`src/rtl/stat_pkg.sv`:
```
package stat_pkg;

    // Control word: width and bit positions decoded by the control logic
    localparam int CTL_W     = 3;
    localparam int FRZ_POS   = 2;
    localparam int WIPE_RX_POS = 1;
    localparam int WIPE_TX_POS = 0;

    // One-shot commands decoded from a control write
    typedef struct packed {
        logic wipe_rx;
        logic wipe_tx;
    } ctl_cmd_t;

    // Increment for one counter: live strobe plus replayed queue bit
    function automatic logic [1:0] bump(input logic live, input logic replay);
        return {1'b0, live} + {1'b0, replay};
    endfunction

endpackage

```
`src/rtl/stat_ctl.sv`:
```
module stat_ctl
    import stat_pkg::*;
#(
    parameter int ADDR_W = 4
) (
    input  logic              clk,
    input  logic              rst,
    input  logic              wr_en,
    input  logic [ADDR_W-1:0] wr_addr,
    input  logic [CTL_W-1:0]  wr_data,
    input  logic              auto_release,
    output logic              freeze_q,
    output ctl_cmd_t          cmd
);

    logic ctl_sel;
    logic freeze_d;

    assign ctl_sel = wr_en && (wr_addr == '0);

    always_comb begin
        cmd.wipe_rx = ctl_sel & wr_data[WIPE_RX_POS];
        cmd.wipe_tx = ctl_sel & wr_data[WIPE_TX_POS];
    end

    // A full queue overrides any software value for freeze
    always_comb begin
        freeze_d = ctl_sel ? wr_data[FRZ_POS] : freeze_q;
        if (auto_release) begin
            freeze_d = 1'b0;
        end
    end

    always_ff @(posedge clk) begin
        if (rst) begin
            freeze_q <= 1'b0;
        end else begin
            freeze_q <= freeze_d;
        end
    end

endmodule

```
`src/rtl/evt_fifo.sv`:
```
module evt_fifo #(
    parameter int W     = 8,
    parameter int DEPTH = 4
) (
    input  logic                         clk,
    input  logic                         rst,
    input  logic                         push,
    input  logic [W-1:0]                 push_data,
    input  logic                         pop,
    input  logic [W-1:0]                 scrub,
    output logic [W-1:0]                 head,
    output logic                         empty,
    output logic                         full,
    output logic                         last_slot,
    output logic [$clog2(DEPTH+1)-1:0]   level
);

    localparam int PW = (DEPTH > 1) ? $clog2(DEPTH) : 1;
    localparam int CW = $clog2(DEPTH + 1);
    localparam logic [PW-1:0] LAST = PW'(DEPTH - 1);

    logic [W-1:0]  mem [DEPTH];
    logic [PW-1:0] rp;
    logic [PW-1:0] wp;
    logic [CW-1:0] lvl;

    // Each slot is either written or scrubbed of cleared groups
    for (genvar k = 0; k < DEPTH; k++) begin : g_slot
        always_ff @(posedge clk) begin
            if (rst) begin
                mem[k] <= '0;
            end else if (push && (wp == PW'(k))) begin
                mem[k] <= push_data;
            end else begin
                mem[k] <= mem[k] & ~scrub;
            end
        end
    end

    always_ff @(posedge clk) begin
        if (rst) begin
            rp  <= '0;
            wp  <= '0;
            lvl <= '0;
        end else begin
            if (push) begin
                wp <= (wp == LAST) ? '0 : wp + 1'b1;
            end
            if (pop) begin
                rp <= (rp == LAST) ? '0 : rp + 1'b1;
            end
            case ({push, pop})
                2'b10:   lvl <= lvl + 1'b1;
                2'b01:   lvl <= lvl - 1'b1;
                default: lvl <= lvl;
            endcase
        end
    end

    assign head      = mem[rp];
    assign empty     = (lvl == '0);
    assign full      = (lvl == CW'(DEPTH));
    assign last_slot = (lvl == CW'(DEPTH - 1));
    assign level     = lvl;

endmodule

```
`src/rtl/ctr_lane.sv`:
```
module ctr_lane
    import stat_pkg::*;
#(
    parameter int CNT_W = 32
) (
    input  logic             clk,
    input  logic             rst,
    input  logic             wipe,
    input  logic             live,
    input  logic             replay,
    output logic [CNT_W-1:0] value
);

    always_ff @(posedge clk) begin
        if (rst) begin
            value <= '0;
        end else if (wipe) begin
            value <= '0;
        end else begin
            value <= value + CNT_W'(bump(live, replay));
        end
    end

endmodule

```
`src/rtl/stat_ctr_bank.sv`:
```
module stat_ctr_bank
    import stat_pkg::*;
#(
    parameter int N_RX   = 4,
    parameter int N_TX   = 4,
    parameter int CNT_W  = 32,
    parameter int DEPTH  = 4,
    parameter int ADDR_W = 4
) (
    input  logic              clk,
    input  logic              rst,
    input  logic [N_RX-1:0]   rx_evt,
    input  logic [N_TX-1:0]   tx_evt,
    input  logic              wr_en,
    input  logic [ADDR_W-1:0] wr_addr,
    input  logic [CTL_W-1:0]  wr_data,
    input  logic [ADDR_W-1:0] rd_addr,
    output logic [CNT_W-1:0]  rd_data
);

    localparam int N_EV  = N_RX + N_TX;
    localparam int LVL_W = $clog2(DEPTH + 1);

    ctl_cmd_t          cmd;
    logic              freeze_q;
    logic              wipe_rx;
    logic              wipe_tx;
    logic [N_EV-1:0]   evt_all;
    logic [N_EV-1:0]   scrub;
    logic [N_EV-1:0]   kept;
    logic [N_EV-1:0]   head;
    logic              fifo_push;
    logic              fifo_pop;
    logic              fifo_empty;
    logic              fifo_full;
    logic              fifo_last;
    logic              auto_release;
    logic [LVL_W-1:0]  fifo_level;
    logic [CNT_W-1:0]  cnt_arr [N_EV];
    logic [N_RX*CNT_W-1:0] rx_flat;
    logic [N_TX*CNT_W-1:0] tx_flat;

    assign wipe_rx = cmd.wipe_rx;
    assign wipe_tx = cmd.wipe_tx;
    assign evt_all = {tx_evt, rx_evt};
    assign scrub   = {{N_TX{wipe_tx}}, {N_RX{wipe_rx}}};
    assign kept    = evt_all & ~scrub;

    // Frozen cycles with surviving events are queued; unfrozen cycles drain
    assign fifo_push    = freeze_q && (|kept) && !fifo_full;
    assign fifo_pop     = !freeze_q && !fifo_empty;
    assign auto_release = fifo_push && fifo_last;

    stat_ctl #(
        .ADDR_W (ADDR_W)
    ) u_ctl (
        .clk          (clk),
        .rst          (rst),
        .wr_en        (wr_en),
        .wr_addr      (wr_addr),
        .wr_data      (wr_data),
        .auto_release (auto_release),
        .freeze_q     (freeze_q),
        .cmd          (cmd)
    );

    evt_fifo #(
        .W     (N_EV),
        .DEPTH (DEPTH)
    ) u_fifo (
        .clk       (clk),
        .rst       (rst),
        .push      (fifo_push),
        .push_data (kept),
        .pop       (fifo_pop),
        .scrub     (scrub),
        .head      (head),
        .empty     (fifo_empty),
        .full      (fifo_full),
        .last_slot (fifo_last),
        .level     (fifo_level)
    );

    for (genvar i = 0; i < N_EV; i++) begin : g_lane
        ctr_lane #(
            .CNT_W (CNT_W)
        ) u_lane (
            .clk    (clk),
            .rst    (rst),
            .wipe   (scrub[i]),
            .live   (!freeze_q && evt_all[i]),
            .replay (fifo_pop && head[i]),
            .value  (cnt_arr[i])
        );
        if (i < N_RX) begin : g_rx
            assign rx_flat[i*CNT_W +: CNT_W] = cnt_arr[i];
        end else begin : g_tx
            assign tx_flat[(i-N_RX)*CNT_W +: CNT_W] = cnt_arr[i];
        end
    end

    // Address 0 is the control word, 1..N_EV the counters, the rest zero
    always_comb begin
        rd_data = '0;
        if (rd_addr == '0) begin
            rd_data[FRZ_POS] = freeze_q;
        end
        for (int i = 0; i < N_EV; i++) begin
            if (rd_addr == ADDR_W'(i + 1)) begin
                rd_data = cnt_arr[i];
            end
        end
    end

endmodule

```
`config.mk`:
```
export PLATFORM = sky130hd
export DESIGN_NAME = stat_ctr_bank
export DESIGN_NICKNAME = d
export VERILOG_FILES = /design/src/rtl/stat_pkg.sv /design/src/rtl/stat_ctl.sv /design/src/rtl/evt_fifo.sv /design/src/rtl/ctr_lane.sv /design/src/rtl/stat_ctr_bank.sv
export SDC_FILE = /design/constraint.sdc
export NUM_CORES = 1
export LEC_CHECK = 0
export CAP_MARGIN = 20
export CORE_MARGIN = 4
export CORE_UTILIZATION = 57
export CTS_CLUSTER_SIZE = 16
export DETAILED_ROUTE_END_ITERATION = 6
export DONT_BUFFER_PORTS = 1
export GPL_ROUTABILITY_DRIVEN = 1
export PLACE_DENSITY = 0.86
export SLEW_MARGIN = 10
export SYNTH_ARGS = -nofsm -noshare
export SYNTH_HDL_FRONTEND = slang
export SYNTH_SLANG_ARGS = --single-unit
```
`constraint.sdc`:
```
create_clock -name clk -period 2.8 [get_ports clk]
set_input_delay 0.56 -clock clk [delete_from_list [all_inputs] [get_ports clk]]
set_output_delay 0.56 -clock clk [all_outputs]
set_load 0.01 [all_outputs]
```
Yosys cells after proc, flatten, opt, wreduce, memory -nomap -nowiden --
Memory sizes are Yosys's and may differ from the RTL's. A register that Yosys moved wholly into a read port is not among the register bits. Cells that the tools add are included. W data, S select, Z words.
Storage, ports and cells: bits in registers 264, latch bits 0, RAM bits 32, ROM bits 0, input port bits 22, output and inout port bits 32, logic and storage cells 150, memories kept 1
Cells by class: add/sub/neg operators 20, multiply operators 0, div/mod/pow operators 0, order comparisons 0, eq/ne operators 16, shifts and indexed selects 0, mux-type cells 48, bitwise operators 16, reduce and logical (&&, ||, !) cells 37
Memory list:
- u_fifo.mem | words 4, width 8, rd ports 5, clocked after memory_dff 1, wr ports 4, line evt_fifo.sv:22 | logic [W-1:0] mem [DEPTH];
Operators with widths (count):
- $add A32 B2 Y32 | 8
- $mux W32 | 8
- $mux W8 | 8
- $and A8 B8 Y8 | 5
- $mux W1 | 27
- $logic_and A1 B1 Y1 | 25
- $add A1 B1 Y2 | 8
- $eq A4 B3 Y1 const B | 4
- $eq A2 B2 Y1 const B | 4
- $eq A4 B2 Y1 const B | 2
- $logic_not A4 Y1 | 2
- $mux W2 | 4
- $not A8 Y8 | 1
- $or A1 B1 Y1 | 8
- $reduce_or A8 Y1 | 1
- $pmux W3 S2 | 1
- $reduce_or A2 Y1 | 3
- $add A2 B1 Y2 const B | 2
- $eq A2 B1 Y1 const B | 2
- $eq A4 B1 Y1 const B | 1
- $eq A4 B4 Y1 const B | 1
- $add A3 B1 Y3 const B | 1
- $eq A3 B2 Y1 const B | 1
- $eq A3 B3 Y1 const B | 1
- 6 further kinds | 9

Logic depth before layout (Yosys ltp) --
depth in word-level cells 14, depth in mapped cells 13, depth with buffers taken out 9

Cells and area by module --
A second synthesis with hierarchy kept.
Second synthesis, totals: cell total of the unflattened synthesis 2106, area total of the unflattened synthesis 17434.2 um2
By module, submodules not included:
- ctr_lane | instances 8, cells each 190, area an instance 1572.8 um2, seq. area each 640.6 um2
- stat_ctr_bank | instances 1, cells each 376, area an instance 2577.5 um2, seq. area each 0.0 um2
- evt_fifo | instances 1, cells each 201, area an instance 2199.6 um2, seq. area each 1141.1 um2
- stat_ctl | instances 1, cells each 9, area an instance 75.1 um2, seq. area each 20.0 um2

Least setup slack after synthesis --
OpenSTA, ideal clock, no wires.
path type register to register, from reg with a tool-made name, to reg g_lane[7].u_lane.value[20], setup time 0.115 ns, arrival time 3.004 ns, required time 2.685 ns, setup slack -0.319 ns, cell stages (with the launch flop) 12, path buffers 3, clock period less this slack 3.119 ns, path through dfxtp_1 -> clkbuf_1 -> mux4_2 -> and2_1 -> fa_1 -> ha_1 -> and3_1 -> clkbuf_1 -> nand2_1 -> clkbuf_1 -> nor4_1 -> o21a_1
RTL lines:
- end signal: assignment | line ctr_lane.sv:20 | value <= value + CNT_W'(bump(live, replay));
- end: declaration | line ctr_lane.sv:11 | output logic [CNT_W-1:0] value

==> impl_metrics.ini <==
[timing]
final.setup.worst_slack_ps = 57.4
max-slew-margin-rel_pct = 48.5
grt_setup_unrepaired = yes
finalWorstPathRequiredPeriod_ps = 2740
peak_freq_ghz = 0.365
number_of_failing_setup_endpoints_in_the_final_timing_report = 0
hold_viol_final = 0
worst_pin_slew_ps = 772
final-max-slew-violation-count = 0
skew_ps = 11.9
min_period_over_period_pct = 98.0

[setup_path]
critical_path_required_ps = 3290
crit_path_max_fanout = 10
worst_setup_path_end_kind = register
timing_worst_setup_path_type = reg -> reg
critical_path.startpoint_type = register
cp.arrival_ps = 3230

[final_layout]
finalNonFillerCells = 2360
final_area_mm2 = 0.0186
finalCoreUtilization_pct = 66.2
share_of_layout_cells_above_drive_strength_1_pct = 13.0
layout.cells.most_common = sky130_fd_sc_hd__dfxtp_1
flow.area_growth_from_synthesis_pct = 13.2
area.sequential_mm2 = 0.00629
filler_cell_count = 2120
mostFrequentLayoutCells = sky130_fd_sc_hd__dfxtp_1 (263), sky130_fd_sc_hd__nand2_1 (197), sky130_fd_sc_hd__a21oi_1 (171)
multi_input_area_mm2 = 0.00984
design.final.nets = 2003
num_antenna_cells = 0

[floorplanning]
core_mm2 = 0.0281
start_util_pct = 58.5
io_pins = 54
horizontal_die_dimension_um = 178
placement_rows = 61
fp.dieArea_mm2 = 0.0316
dieHeight_um = 178

[pwr]
power.density_cell_area_mw_per_mm2 = 486
p_leak_uw = 0.00614
irDropWorstVdd_v = 0.000592

[route]
drt-pass1-iter-count = 7
vias = 15700
drt_iter0_drc = 1927
drtAntennaViolNets = 0
drt-vias-per-instance = 6.65
wl_um = 47700
post-route-drc-count = 0
wire_per_inst_um = 20.2

[clocking]
h_tree_depth = 1
hold_buffers = 0
cts_made_buffers = 31
clkLatencyLatePin_ps = 560
cts_buffer_depth = 3
cts_tree = built
ctsRootBufferMaster = sky130_fd_sc_hd__clkbuf_16
tritoncts_num_sinks = 298
clkSlewWorstSetupHoldPaths_ps = 60

[synth]
syn_inst = 1928
synth_cell_types = 63
ys_dominant_reg_cell = sky130_fd_sc_hd__dfxtp_1
synth_seq_cells = 298
synth_edf_count = 32
postSynth.asyncResetShare_pct = 0
syn_area_per_cell_um2 = 8.52
proportion_of_synthesized_chip_area_in_sequential_cells_pct = 38.3
mappedNetlistArea_mm2 = 0.0164
yosysWarnings = 0

[run_status]
run_status = complete, no violations

[placement]
dp_worst_setup_slack_ps = -146
port_buffers = 0
gp_routability_congestion = 0.922
dpl_cell_area_mm2 = 0.0173
hpwlAfterDp_um = 32800
placed_cells = 2296

[min_path]
timing.hold.worst.class = in -> reg

[global_route]
wire_length_of_the_first_global_routing_pass_um = 75400
antenna_found_initial = 0
grt_pass1_vias = 14700
track_usage_pct = 28.9
grt_start_max_net_pins = 76
grt.overflow.total = 0

[flow_run]
maxCapViolations = 0
-- path summary, 6_finish.rpt --
path              cells after the start                             startpoint  slack (ps)                                    end
hold reg to reg                       2  g_lane[4].u_lane.value[31]$_SDFF_PP0_         480  g_lane[4].u_lane.value[31]$_SDFF_PP0_
setup reg to reg                      9                               register          60  g_lane[5].u_lane.value[12]$_SDFF_PP0_
hold / removal                        1                                    rst          70           u_fifo.level[1]$_SDFFE_PP0P_
setup / recovery                      9                               register          60  g_lane[5].u_lane.value[12]$_SDFF_PP0_
-- what timing repair did --
| action | CTS | global route |
|---|---|---|
| endpoints found under the setup margin | 71 | 34 |
| hold endpoints to repair | 0 | 0 |
| resized for setup | 8 | 41 |
| buffers inserted | 2 | 5 |
| pin swaps | 3 | 14 |
| cloned | 0 | 1 |
-- power by group --
group | internal (uW) | total [uW] | switching, uW
combinational | 191 | 476 | 285
clock | 2410 | 4140 | 1730
sequential | 4380 | 4430 | 50.5
-- metal layers --
layer | vias to the layer above | track usage [%] | share of wire (%)
met5 | - | 0 | 0
met4 | 0 | 13.0 | 5.0
met3 | 165 | 4.43 | 8.6
met2 | 821 | 47.7 | 47
met1 | 7471 | 37.4 | 39
li1 | 7237 | - | -
-- layout make-up --
type	count	share of cell area, %
timing repair buffer	87	4.37
sequential	298	33.8
clock inverter	6	0.323
tap	378	2.54
inverter	41	0.828
clock buffer	50	5.15
multi-input combinational	1500	53.0
-- registers in the layout, summed over array words and instances, names as in the netlist, named ones only --
| register | flops |
|---|---|
| g_lane.u_lane.value | 256 |
| u_fifo.mem | 32 |
| u_fifo.level | 3 |
| u_fifo.rp | 2 |
| u_fifo.wp | 2 |
| u_ctl.freeze_q | 1 |
-- synth_stat cells (all sizes together), types with 28 or more instances --
master / number / area share [%]
nor2: 118 / 2.7
mux2: 32 / 2.2
xor2: 39 / 2.1
or3: 47 / 1.8
o21a: 34 / 1.6
nand4: 61 / 2.4
or4: 99 / 4.6
a21oi: 181 / 5.5
inv: 41 / 0.94
clkbuf: 105 / 2.4
mux2i: 57 / 3.5
o21ai: 73 / 2.2
nand2: 197 / 4.5
nor3: 28 / 0.85
and2: 36 / 1.4
o31ai: 89 / 4.1
xnor2: 42 / 2.2
and4: 29 / 1.5
nand3: 90 / 2.7
dfxtp: 266 / 32
edfxtp: 32 / 5.9
-- critical path, cell delays in order (launching register included) --
cell and delay [ps]:
sky130_fd_sc_hd__dfxtp_2 340, sky130_fd_sc_hd__buf_12 140, sky130_fd_sc_hd__mux4_2 340, sky130_fd_sc_hd__and2_1 140
sky130_fd_sc_hd__fa_2 220, sky130_fd_sc_hd__ha_2 190, sky130_fd_sc_hd__inv_1 100, sky130_fd_sc_hd__or4_2 720
sky130_fd_sc_hd__or3_1 360, sky130_fd_sc_hd__a21oi_1 140
-- through the flow --
| stage | hold WS, ps | total power, uW | setup TNS (ps) |
|---|---|---|---|
| global placement | 458 | 4940 | -19.4 |
| global route | 52.8 | 9280 | -1.42 |
| detailed placement | 471 | 4960 | -1390 |
| CTS | 50.0 | 9030 | 0 |
| finish | 66.3 | 9040 | 0 |
| floorplan | 446 | 4840 | -11.4 |
-- logic make-up (layout without fill, tap and decap cells) --
logic type	Yosys count	in the layout	synth area share (%)
multiplexers	97	97	6.77
flip-flops	298	298	38.3
AO/OA/AOI/OAI	467	467	18.4
XOR/XNOR	81	81	4.32
AND/OR/NAND/NOR	800	801	26.3
buffers and inverters	162	184	3.76
adder cells (fa/ha/maj)	22	22	2.09
other	1	32	0.0228
Power figures use the tool's default switching activity.
